<file path="src/rtl/page_age_pkg.sv">
package page_age_pkg;

  // Per-frame update selected for one cycle.
  typedef enum logic [1:0] {
    FOP_HOLD   = 2'd0,
    FOP_TICK   = 2'd1,
    FOP_RELOAD = 2'd2
  } frame_op_e;

endpackage

</file>
<file path="src/rtl/age_frame_cell.sv">
module age_frame_cell
  import page_age_pkg::*;
#(
  parameter int AGE_W = 3
) (
  input  logic             clk,
  input  logic             rst_n,
  input  logic             access_i,
  input  frame_op_e        op_i,
  output logic [AGE_W-1:0] age_o
);

  localparam logic [AGE_W-1:0] FRESH_AGE = {1'b1, {(AGE_W-1){1'b0}}};

  logic [AGE_W-1:0] age_q, age_d;
  logic             ref_q, ref_d;
  logic             age_en;
  logic             seen;

  always_comb begin
    seen   = ref_q | access_i;
    age_d  = age_q;
    ref_d  = seen;
    age_en = 1'b0;
    unique case (op_i)
      FOP_RELOAD: begin
        age_d  = FRESH_AGE;
        ref_d  = 1'b0;
        age_en = 1'b1;
      end
      FOP_TICK: begin
        age_d  = {seen, age_q[AGE_W-1:1]};
        ref_d  = 1'b0;
        age_en = 1'b1;
      end
      default: begin
        age_d  = age_q;
        ref_d  = seen;
        age_en = 1'b0;
      end
    endcase
  end

  always_ff @(posedge clk or negedge rst_n) begin
    if (!rst_n) begin
      age_q <= '0;
      ref_q <= 1'b0;
    end else begin
      ref_q <= ref_d;
      if (age_en) begin
        age_q <= age_d;
      end
    end
  end

  assign age_o = age_q;

endmodule

</file>
<file path="src/rtl/age_min_select.sv">
module age_min_select #(
  parameter int NUM_FRAMES = 8,
  parameter int AGE_W      = 3,
  parameter int IDX_W      = (NUM_FRAMES > 1) ? $clog2(NUM_FRAMES) : 1
) (
  input  logic [NUM_FRAMES*AGE_W-1:0] age_flat_i,
  output logic [IDX_W-1:0]            min_idx_o
);

  logic [AGE_W-1:0] best_age;
  logic [AGE_W-1:0] cand_age;

  // Strict compare keeps the lowest index among equal minima.
  always_comb begin
    best_age  = age_flat_i[AGE_W-1:0];
    min_idx_o = '0;
    cand_age  = '0;
    for (int i = 1; i < NUM_FRAMES; i++) begin
      cand_age = age_flat_i[i*AGE_W +: AGE_W];
      if (cand_age < best_age) begin
        best_age  = cand_age;
        min_idx_o = IDX_W'(i);
      end
    end
  end

endmodule

</file>
<file path="src/rtl/page_age_selector.sv">
module page_age_selector
  import page_age_pkg::*;
#(
  parameter int NUM_FRAMES = 8,
  parameter int AGE_W      = 3,
  localparam int IDX_W     = (NUM_FRAMES > 1) ? $clog2(NUM_FRAMES) : 1
) (
  input  logic                  clk,
  input  logic                  rst_n,
  input  logic [NUM_FRAMES-1:0] access_i,
  input  logic                  tick_i,
  input  logic                  reload_i,
  input  logic [IDX_W-1:0]      reload_idx_i,
  input  logic                  victim_req_i,
  output logic [IDX_W-1:0]      victim_idx_o,
  output logic                  victim_valid_o
);

  logic [NUM_FRAMES*AGE_W-1:0] age_flat;
  frame_op_e                   frame_op [NUM_FRAMES];
  logic [IDX_W-1:0]            min_idx;

  logic [IDX_W-1:0] victim_idx_q, victim_idx_d;
  logic             victim_valid_q, victim_valid_d;
  logic             victim_idx_en;

  for (genvar f = 0; f < NUM_FRAMES; f++) begin : g_frame
    always_comb begin
      if (reload_i && (reload_idx_i == IDX_W'(f))) begin
        frame_op[f] = FOP_RELOAD;
      end else if (tick_i) begin
        frame_op[f] = FOP_TICK;
      end else begin
        frame_op[f] = FOP_HOLD;
      end
    end

    age_frame_cell #(
      .AGE_W (AGE_W)
    ) u_cell (
      .clk      (clk),
      .rst_n    (rst_n),
      .access_i (access_i[f]),
      .op_i     (frame_op[f]),
      .age_o    (age_flat[f*AGE_W +: AGE_W])
    );
  end

  age_min_select #(
    .NUM_FRAMES (NUM_FRAMES),
    .AGE_W      (AGE_W),
    .IDX_W      (IDX_W)
  ) u_min (
    .age_flat_i (age_flat),
    .min_idx_o  (min_idx)
  );

  always_comb begin
    victim_valid_d = victim_req_i;
    victim_idx_en  = victim_req_i;
    victim_idx_d   = min_idx;
  end

  always_ff @(posedge clk or negedge rst_n) begin
    if (!rst_n) begin
      victim_valid_q <= 1'b0;
      victim_idx_q   <= '0;
    end else begin
      victim_valid_q <= victim_valid_d;
      if (victim_idx_en) begin
        victim_idx_q <= victim_idx_d;
      end
    end
  end

  assign victim_idx_o   = victim_idx_q;
  assign victim_valid_o = victim_valid_q;

endmodule

</file>
<file path="config.mk">
export PLATFORM = sky130hd
export DESIGN_NAME = page_age_selector
export DESIGN_NICKNAME = d
export VERILOG_FILES = /design/src/rtl/page_age_pkg.sv /design/src/rtl/age_frame_cell.sv /design/src/rtl/age_min_select.sv /design/src/rtl/page_age_selector.sv
export SDC_FILE = /design/constraint.sdc
export NUM_CORES = 1
export LEC_CHECK = 0
export ABC_CLOCK_PERIOD_IN_PS = 9400
export BUFFER_PORTS_ARGS = -buffer_cell sky130_fd_sc_hd__buf_2
export CELL_PAD_IN_SITES_DETAIL_PLACEMENT = 0
export CELL_PAD_IN_SITES_GLOBAL_PLACEMENT = 2
export CORE_ASPECT_RATIO = 1.5
export CORE_MARGIN = 3
export CORE_UTILIZATION = 35
export CTS_BUF_LIST = sky130_fd_sc_hd__clkbuf_16
export DETAILED_ROUTE_END_ITERATION = 8
export GPL_TIMING_DRIVEN = 0
export PLACE_DENSITY = 0.81
export SLEW_MARGIN = 20
export SYNTH_ARGS = -nofsm -noshare
export SYNTH_HDL_FRONTEND = slang
export SYNTH_SLANG_ARGS = --single-unit
export TNS_END_PERCENT = 30
</file>
<file path="constraint.sdc">
create_clock -name clk -period 9.4 [get_ports clk]
set_input_delay 0.47 -clock clk [delete_from_list [all_inputs] [get_ports clk]]
set_output_delay 0.47 -clock clk [all_outputs]
set_load 0.01 [all_outputs]
</file>
==> impl_summary.txt, run 1 <==
----------------------------------------------------
[Timing]
  Final Max Slew Viols ... 0
  Tmin final ... 8.34 ns
  Final setup fails ... 0
  Max Fclk ... 120 MHz
  Max_slew headroom ... 44.3%
  Unrepaired setup endpoints after global routing ... no
  Final Skew ... 0.00338 ns
  Final worst hold slack ... 0.292 ns
  Transition at the pin with the smallest max-transition slack ... 0.835 ns
  Total negative slack for setup checks ... 0 ns
  Final hold viol count ... 0
  Final Cycle Share ... 88.7%

[Worst setup path]
  Worst Setup SP ... g_frame[0].u_cell.age_o[2]
  Category of the worst setup path capture point ... flip-flop
  Cell family with most CP delay ... compound AO/OA/AOI/OAI gates
  Kind of critical path ... flip-flop to flip-flop
  Cell repeated most along the worst path ... sky130_fd_sc_hd__ha_1
  R2R Path Start ... g_frame[0].u_cell.age_o[2]
  Worst reg-to-reg setup slack ... 1.06 ns
  Required time at the worst-slack endpoint ... 9.57 ns
  Maximum fanout count along the critical path ... 5
  Depth of the most critical reg-to-reg path ... 39
  CP peak stage delay ... 0.40 ns
  Crit path DAT ... 8.50 ns
  Startpoint Class ... flip-flop
  Worst path bufs/invs ... 3
  Slowest CP cell ... sky130_fd_sc_hd__dfrtp_1
  R2r endpoint ... victim_idx_o[2]

[Floorplan]
  Starting utilization of the core area ... 36.5%
  Total die area ... 7510 um^2
  X dimension of the die ... 71.8 um
  Standard-cell row count ... 35
  CORE AREA ... 6220 um^2
  Die height ... 105 um
  Number of top-level pins ... 20

[Global routing]
  Global-route wire length before repair ... 8.26 mm
  Initial antenna violation count ... 0
  GRT Residual Overflow ... 0
  Global routing usage summed across all routing layers ... 14.0%
  Largest net degree at the start of global routing ... 37
  Vias in the first global route ... 1750

[Detailed routing]
  Pre-Repair DR Iteration Count ... 4
  Final wirelength ... 4.96 mm
  Routed wire per std cell ... 14.6 um
  Routed via count divided by cell count ... 5.25
  Post-route DRC ... 0
  Remaining antenna violation count after routing ... 0
  Overall via count from detail_route ... 1791
  Drt initial violations ... 80

[Cells and area]
  Antenna cells ... 0
  Share of cells above drive strength 1 ... 12.7%
  Layout Nets ... 302
  Area growth syn-to-layout ... 15.3%
  Core utilization of the finished layout ... 42.1%
  Count of non-filler cells in the finished layout ... 341

[Synthesis]
  Instance count of the mapped netlist ... 241
  Commonest register cell after synthesis ... sky130_fd_sc_hd__dfrtp_1
  Flip-flop and latch count after synthesis ... 36
  Dominant cells by area after synthesis ... sky130_fd_sc_hd__dfrtp_1, sky130_fd_sc_hd__ha_1, sky130_fd_sc_hd__mux2i_1
  Adder-cell share of the synthesized area ... 11.0%
  Dominant combinational cell family by area after synthesis ... compound AO/OA/AOI/OAI gates
  Count of unique library cells instantiated by Yosys ... 44
  Synthesized-area fraction occupied by ao, oa, aoi and oai cells ... 21.0%
  Area share of and/or/nand/nor cells after synthesis ... 16.2%
  Post-synth ARST share ... 100%
  Mux cell area share after synthesis ... 8.60%
  Commonest cells in the synthesized netlist ... sky130_fd_sc_hd__nor2_1, sky130_fd_sc_hd__dfrtp_1, sky130_fd_sc_hd__ha_1
  Mapped Nets ... 277
  Share of the yosys chip area belonging to registers ... 39.7%
  Cell area after synthesis ... 2270 um^2
  Synthesized area per cell ... 9.42 um^2
  Number of synthesized flops with an enable pin ... 0
  Count of warnings emitted by yosys ... 0
  Portion of synthesized cell area occupied by the leading cell type ... 39.7%
  Xor and xnor fraction of the mapped netlist area ... 0%
  Synth area leader ... sky130_fd_sc_hd__dfrtp_1
  Count leader, synth ... sky130_fd_sc_hd__nor2_1

[Hold path]
  Worst min-delay path class ... primary input to async pin

[Run]
  Number of maximum-capacitance violations ... 0

[Clocking]
  Buffer type at the clock tree root ... sky130_fd_sc_hd__clkbuf_16
  Source-to-sink clock delay at the later pin of the worst-skew pair ... 0.28 ns
  Number of buffers created by CTS ... 5
  Buffers inserted during post-CTS setup optimization ... 0
  Clock tree from TritonCTS ... done
  Number of sinks on the clock net ... 36
  CTS H-Tree Depth ... 2
  Bufs on Longest Clock Path ... 2
  Number of instances resized during post-cts repair ... 0
  Clock transition time at the flip-flop clock pins of the worst setup and hold paths ... 0.06 ns
  Number of buffers added to fix hold violations after cts ... 0

[Outcome]
  Status ... completed

[Pwr]
  Peak ir drop on the vdd network ... 83.0 uV
  Areal power density over the cells ... 238 nW/um^2
  Leakage dissipation ... 1.20 nW
  Design Power ... 0.622 mW

[Place]
  Hpwl dp ... 3.95 mm
  Port Buffer Count ... 18
  RePlAce Congestion ... 0.761
  Number of instances in the placed design ... 333

----------------------------------------------------
-- where the power goes --
part,leakage [nW],switching (mW),total (mW),internal [mW]
sequential,0.406,0.0228,0.203,0.180
combinational,0.704,0.127,0.232,0.105
clock,0.0850,0.0632,0.187,0.124
total,1.20,0.213,0.622,0.409
-- how the worst max path moves through the flow --
stage,endpoint,depth (start not counted)
after floorplan,victim_idx_o[2],37
after global placement,victim_idx_o[0],40
after detailed placement,victim_idx_o[2],39
after CTS,victim_idx_o[0],41
after global routing,victim_idx_o[0],41
final,victim_idx_o[2],39
-- per-layer routing --
layer / GRT usage [%] / up-vias / wire length [um] / part of all wire (%)
met2: 25.7 / 10 / 2830 / 57
met3: 2.31 / 8 / 58 / 1.2
met4: 6.05 / 0 / 105 / 2.1
li1: - / 912 / - / -
met1: 15.4 / 861 / 1970 / 40
met5: 0 / - / 0 / 0
-- placed cells by master (no fill, tap or decap), types with 2 or more instances in the layout --
| cell | netlist | routed |
|---|---|---|
| sky130_fd_sc_hd__buf_2 | 0 | 18 |
| sky130_fd_sc_hd__nor2_1 | 39 | 39 |
| sky130_fd_sc_hd__clkbuf_16 | 0 | 5 |
| sky130_fd_sc_hd__o21bai_1 | 4 | 4 |
| sky130_fd_sc_hd__o41a_1 | 2 | 2 |
| sky130_fd_sc_hd__mux2i_1 | 18 | 18 |
| sky130_fd_sc_hd__a31oi_1 | 2 | 2 |
| sky130_fd_sc_hd__nand2_1 | 13 | 13 |
| sky130_fd_sc_hd__or2_2 | 2 | 2 |
| sky130_fd_sc_hd__nor3_1 | 14 | 14 |
| sky130_fd_sc_hd__a21o_1 | 2 | 2 |
| sky130_fd_sc_hd__ha_1 | 20 | 20 |
| sky130_fd_sc_hd__o21ai_0 | 18 | 18 |
| sky130_fd_sc_hd__a211oi_1 | 4 | 4 |
| sky130_fd_sc_hd__nand2b_1 | 6 | 6 |
| sky130_fd_sc_hd__a211o_1 | 2 | 2 |
| sky130_fd_sc_hd__o31a_1 | 2 | 2 |
| sky130_fd_sc_hd__o21ba_1 | 2 | 2 |
| sky130_fd_sc_hd__or3_1 | 2 | 2 |
| sky130_fd_sc_hd__a21oi_1 | 6 | 6 |
| sky130_fd_sc_hd__clkbuf_1 | 4 | 4 |
| sky130_fd_sc_hd__inv_1 | 16 | 17 |
| sky130_fd_sc_hd__dfrtp_1 | 36 | 36 |
| sky130_fd_sc_hd__o21a_1 | 5 | 5 |
-- layout make-up --
| class | count | area (um^2) |
|---|---|---|
| Buffer | 5 | 18.8 |
| Clock buffer | 5 | 125 |
| Clock inverter | 3 | 38.8 |
| Fill cell | 638 | 3600 |
| Inverter | 16 | 60.1 |
| Multi-Input combinational cell | 184 | 1290 |
| Sequential cell | 36 | 901 |
| Tap cell | 74 | 92.6 |
| Timing Repair Buffer | 18 | 90.1 |
-- sequential cells by signal, summed over array words and instances (netlist names) --
signal                count
g_frame.u_cell.age_o     24
g_frame.u_cell.ref_q      8
victim_idx_o              3
victim_valid_o            1
-- kinds of logic after synthesis --
group	after synthesis
compound gates	63
fa+ha+maj	20
buf+inv	21
flops	36
mux	19
simple gates	82
-- metrics by stage --
stage	cell area, um^2	worst slack [ns]
2_1_floorplan	2270	1.90
3_3_place_gp	2450	1.06
3_5_place_dp	2450	1.01
4_1_cts	2620	0.991
5_1_grt	2620	0.282
6_report	2620	1.06
(Power assumes the default switching activity.)
==> run 2: changes to the inputs <==
--- a/config.mk
+++ b/config.mk
@@ -6,16 +6,16 @@
 export NUM_CORES = 1
 export LEC_CHECK = 0
 export ABC_CLOCK_PERIOD_IN_PS = 9400
-export BUFFER_PORTS_ARGS = -buffer_cell sky130_fd_sc_hd__buf_2
 export CELL_PAD_IN_SITES_DETAIL_PLACEMENT = 0
 export CELL_PAD_IN_SITES_GLOBAL_PLACEMENT = 2
 export CORE_ASPECT_RATIO = 1.5
 export CORE_MARGIN = 3
 export CORE_UTILIZATION = 35
-export CTS_BUF_LIST = sky130_fd_sc_hd__clkbuf_16
+export CTS_BUF_LIST = sky130_fd_sc_hd__clkbuf_8
 export DETAILED_ROUTE_END_ITERATION = 8
+export DONT_BUFFER_PORTS = 1
 export GPL_TIMING_DRIVEN = 0
-export PLACE_DENSITY = 0.81
+export PLACE_DENSITY = 0.76
 export SLEW_MARGIN = 20
 export SYNTH_ARGS = -nofsm -noshare
 export SYNTH_HDL_FRONTEND = slang
==> run 2 against run 1 <==
First-iteration DRC count shrank 66%. Flip-flop and latch count is the same. Via count shrank 3.8%. Clock skew grew 0.0053 ns. Global-route usage grew 0.81 points. Worst setup slack lost 0.057 ns. Maximum frequency shrank 0.68%. Utilization shrank 2.0 points. Total power shrank 9.5%.
==> impl_summary.txt, run 2 (synthesis results as in run 1) <==
----------------------------------------------------
[Timing]
  Max_slew headroom ... 51.2%
  Final setup fails ... 0
  Final worst hold slack ... 0.0204 ns
  Unrepaired setup endpoints after global routing ... no
  Final Max Slew Viols ... 0
  Transition at the pin with the smallest max-transition slack ... 0.732 ns
  Max Fclk ... 119 MHz
  Tmin final ... 8.39 ns
  Final hold viol count ... 0
  Final Cycle Share ... 89.3%
  Total negative slack for setup checks ... 0 ns
  Final Skew ... 0.00866 ns
  Worst setup slack after layout ... 1.01 ns

[Place]
  Hpwl dp ... 4.04 mm
  Placed standard-cell area ... 2360 um^2
  Worst Setup Slack post-DPL ... 0.950 ns
  Number of instances in the placed design ... 315
  RePlAce Congestion ... 0.756
  Port Buffer Count ... 0

[Cells and area]
  Most frequent standard cell in the layout excluding fill and tap cells ... sky130_fd_sc_hd__nor2_1
  Core utilization of the finished layout ... 40.0%
  Area taken by multi-input logic gates ... 1290 um^2
  Number of filler cells placed in the layout ... 649
  Layout Nets ... 285
  Area taken by flip-flops and latches ... 901 um^2
  Finished layout cell area ... 2490 um^2
  Highest-count cells in the layout ignoring fill and taps ... sky130_fd_sc_hd__nor2_1, sky130_fd_sc_hd__dfrtp_1, sky130_fd_sc_hd__ha_1, sky130_fd_sc_hd__mux2i_1, sky130_fd_sc_hd__o21ai_0
  Count of non-filler cells in the finished layout ... 324
  Area growth syn-to-layout ... 9.70%
  Max FFs per register ... 24
  Antenna cells ... 0
  Share of cells above drive strength 1 ... 6.80%

[Pwr]
  Areal power density over the cells ... 226 nW/um^2
  Leakage dissipation ... 1.11 nW
  Sequential share of power ... 37.0%
  Combinational Power Share ... 39.7%
  Net switching power of the design ... 0.204 mW
  Peak ir drop on the vdd network ... 77.0 uV
  Design Power ... 0.563 mW
  Int Pwr ... 0.358 mW
  Part of the power in the clock network ... 23.3%
  Sw Share ... 36.3%

[Detailed routing]
  Routed wire per std cell ... 15.6 um
  Pre-Repair DR Iteration Count ... 3
  Routed via count divided by cell count ... 5.32
  Overall via count from detail_route ... 1723
  Remaining antenna violation count after routing ... 0
  Drt initial violations ... 27
  Post-route DRC ... 0
  Final wirelength ... 5.04 mm

[Floorplan]
  Die height ... 105 um
  Total die area ... 7510 um^2
  Starting utilization of the core area ... 36.5%
  Standard-cell row count ... 35
  X dimension of the die ... 71.8 um
  CORE AREA ... 6220 um^2
  Number of top-level pins ... 20

[Clocking]
  Clock tree from TritonCTS ... done
  Bufs on Longest Clock Path ... 2
  Buffer type at the clock tree root ... sky130_fd_sc_hd__clkbuf_8
  CTS H-Tree Depth ... 2
  Clock transition time at the flip-flop clock pins of the worst setup and hold paths ... 0.08 ns
  Number of buffers created by CTS ... 5
  Source-to-sink clock delay at the later pin of the worst-skew pair ... 0.28 ns
  Number of sinks on the clock net ... 36

[Hold path]
  Worst min-delay path class ... primary input to async pin

[Worst setup path]
  Maximum fanout count along the critical path ... 5
  Cell family with most CP delay ... compound AO/OA/AOI/OAI gates
  Category of the worst setup path capture point ... flip-flop
  Startpoint Class ... flip-flop
  R2r endpoint ... victim_idx_o[0]
  Worst path bufs/invs ... 2
  Slowest CP cell ... sky130_fd_sc_hd__a311oi_1
  Required time at the worst-slack endpoint ... 9.60 ns
  Depth of the most critical reg-to-reg path ... 40
  R2R Path Start ... g_frame[0].u_cell.age_o[2]
  Kind of critical path ... flip-flop to flip-flop
  CP peak stage delay ... 0.42 ns
  Cell repeated most along the worst path ... sky130_fd_sc_hd__ha_1
  Crit path DAT ... 8.60 ns
  Worst reg-to-reg setup slack ... 1.01 ns

[Global routing]
  Largest net degree at the start of global routing ... 37
  Met2 capacity usage during global routing ... 28.2%
  Initial antenna violation count ... 0
  Global routing usage summed across all routing layers ... 14.8%
  Layer with the highest usage after global routing ... met2
  Vias in the first global route ... 1864
  GRT Residual Overflow ... 0
  GR Layer Usage met3 ... 2.79%
  Met1 usage in global routing ... 16.2%
  Global-route wire length before repair ... 8.85 mm

[Outcome]
  Status ... completed

[Run]
  Number of maximum-capacitance violations ... 0

----------------------------------------------------
run 2: cell count changes in the layout (fill, tap and decap cells not counted), sizes merged:
cell,change
buf,-17
run 2: how the worst max path moves through the flow:
| stage | to | slack [ns] | from | depth (start not counted) |
|---|---|---|---|---|
| floorplan | victim_idx_o[2] | 1.90 | g_frame[0].u_cell.age_o[2] | 37 |
| global placement | victim_idx_o[0] | 1.03 | g_frame[0].u_cell.age_o[2] | 40 |
| detailed placement | victim_idx_o[0] | 0.95 | g_frame[0].u_cell.age_o[2] | 40 |
| global route | victim_idx_o[0] | 0.19 | g_frame[0].u_cell.age_o[2] | 41 |
| finish | victim_idx_o[0] | 1.01 | g_frame[0].u_cell.age_o[2] | 40 |
| CTS | victim_idx_o[0] | 0.95 | g_frame[0].u_cell.age_o[2] | 40 |
run 2: power by group through the flow:
stage / clock (mW) / sequential (mW) / combinational (mW)
finish: 0.131 / 0.208 / 0.224
global route: 0.144 / 0.213 / 0.256
CTS: 0.137 / 0.209 / 0.227
detailed placement: 0 / 0.212 / 0.221
global placement: 0 / 0.211 / 0.217
floorplan: 0 / 0.202 / 0.181
run 2: per-layer routing:
| layer | part of all wire, % | vias up |
|---|---|---|
| li1 | - | 875 |
| met3 | 1.6 | 2 |
| met5 | 0 | - |
| met4 | 0.67 | 0 |
| met2 | 58 | 10 |
| met1 | 40 | 836 |
run 2: cell type report:
type / instances / share of cell area, %
clock inverters: 3 / 1.56
well taps: 74 / 3.72
clock buffers: 5 / 2.76
plain buffers: 5 / 0.754
inverters: 16 / 2.41
flip-flops and latches: 36 / 36.2
repair buffers: 1 / 0.804
multi-input cells: 184 / 51.8
run 2: timing repair:
action,CTS,global route
endpoints found under the hold margin,36,0
hold buffers,1,0
buffers inserted,0,0
resized for setup,0,0
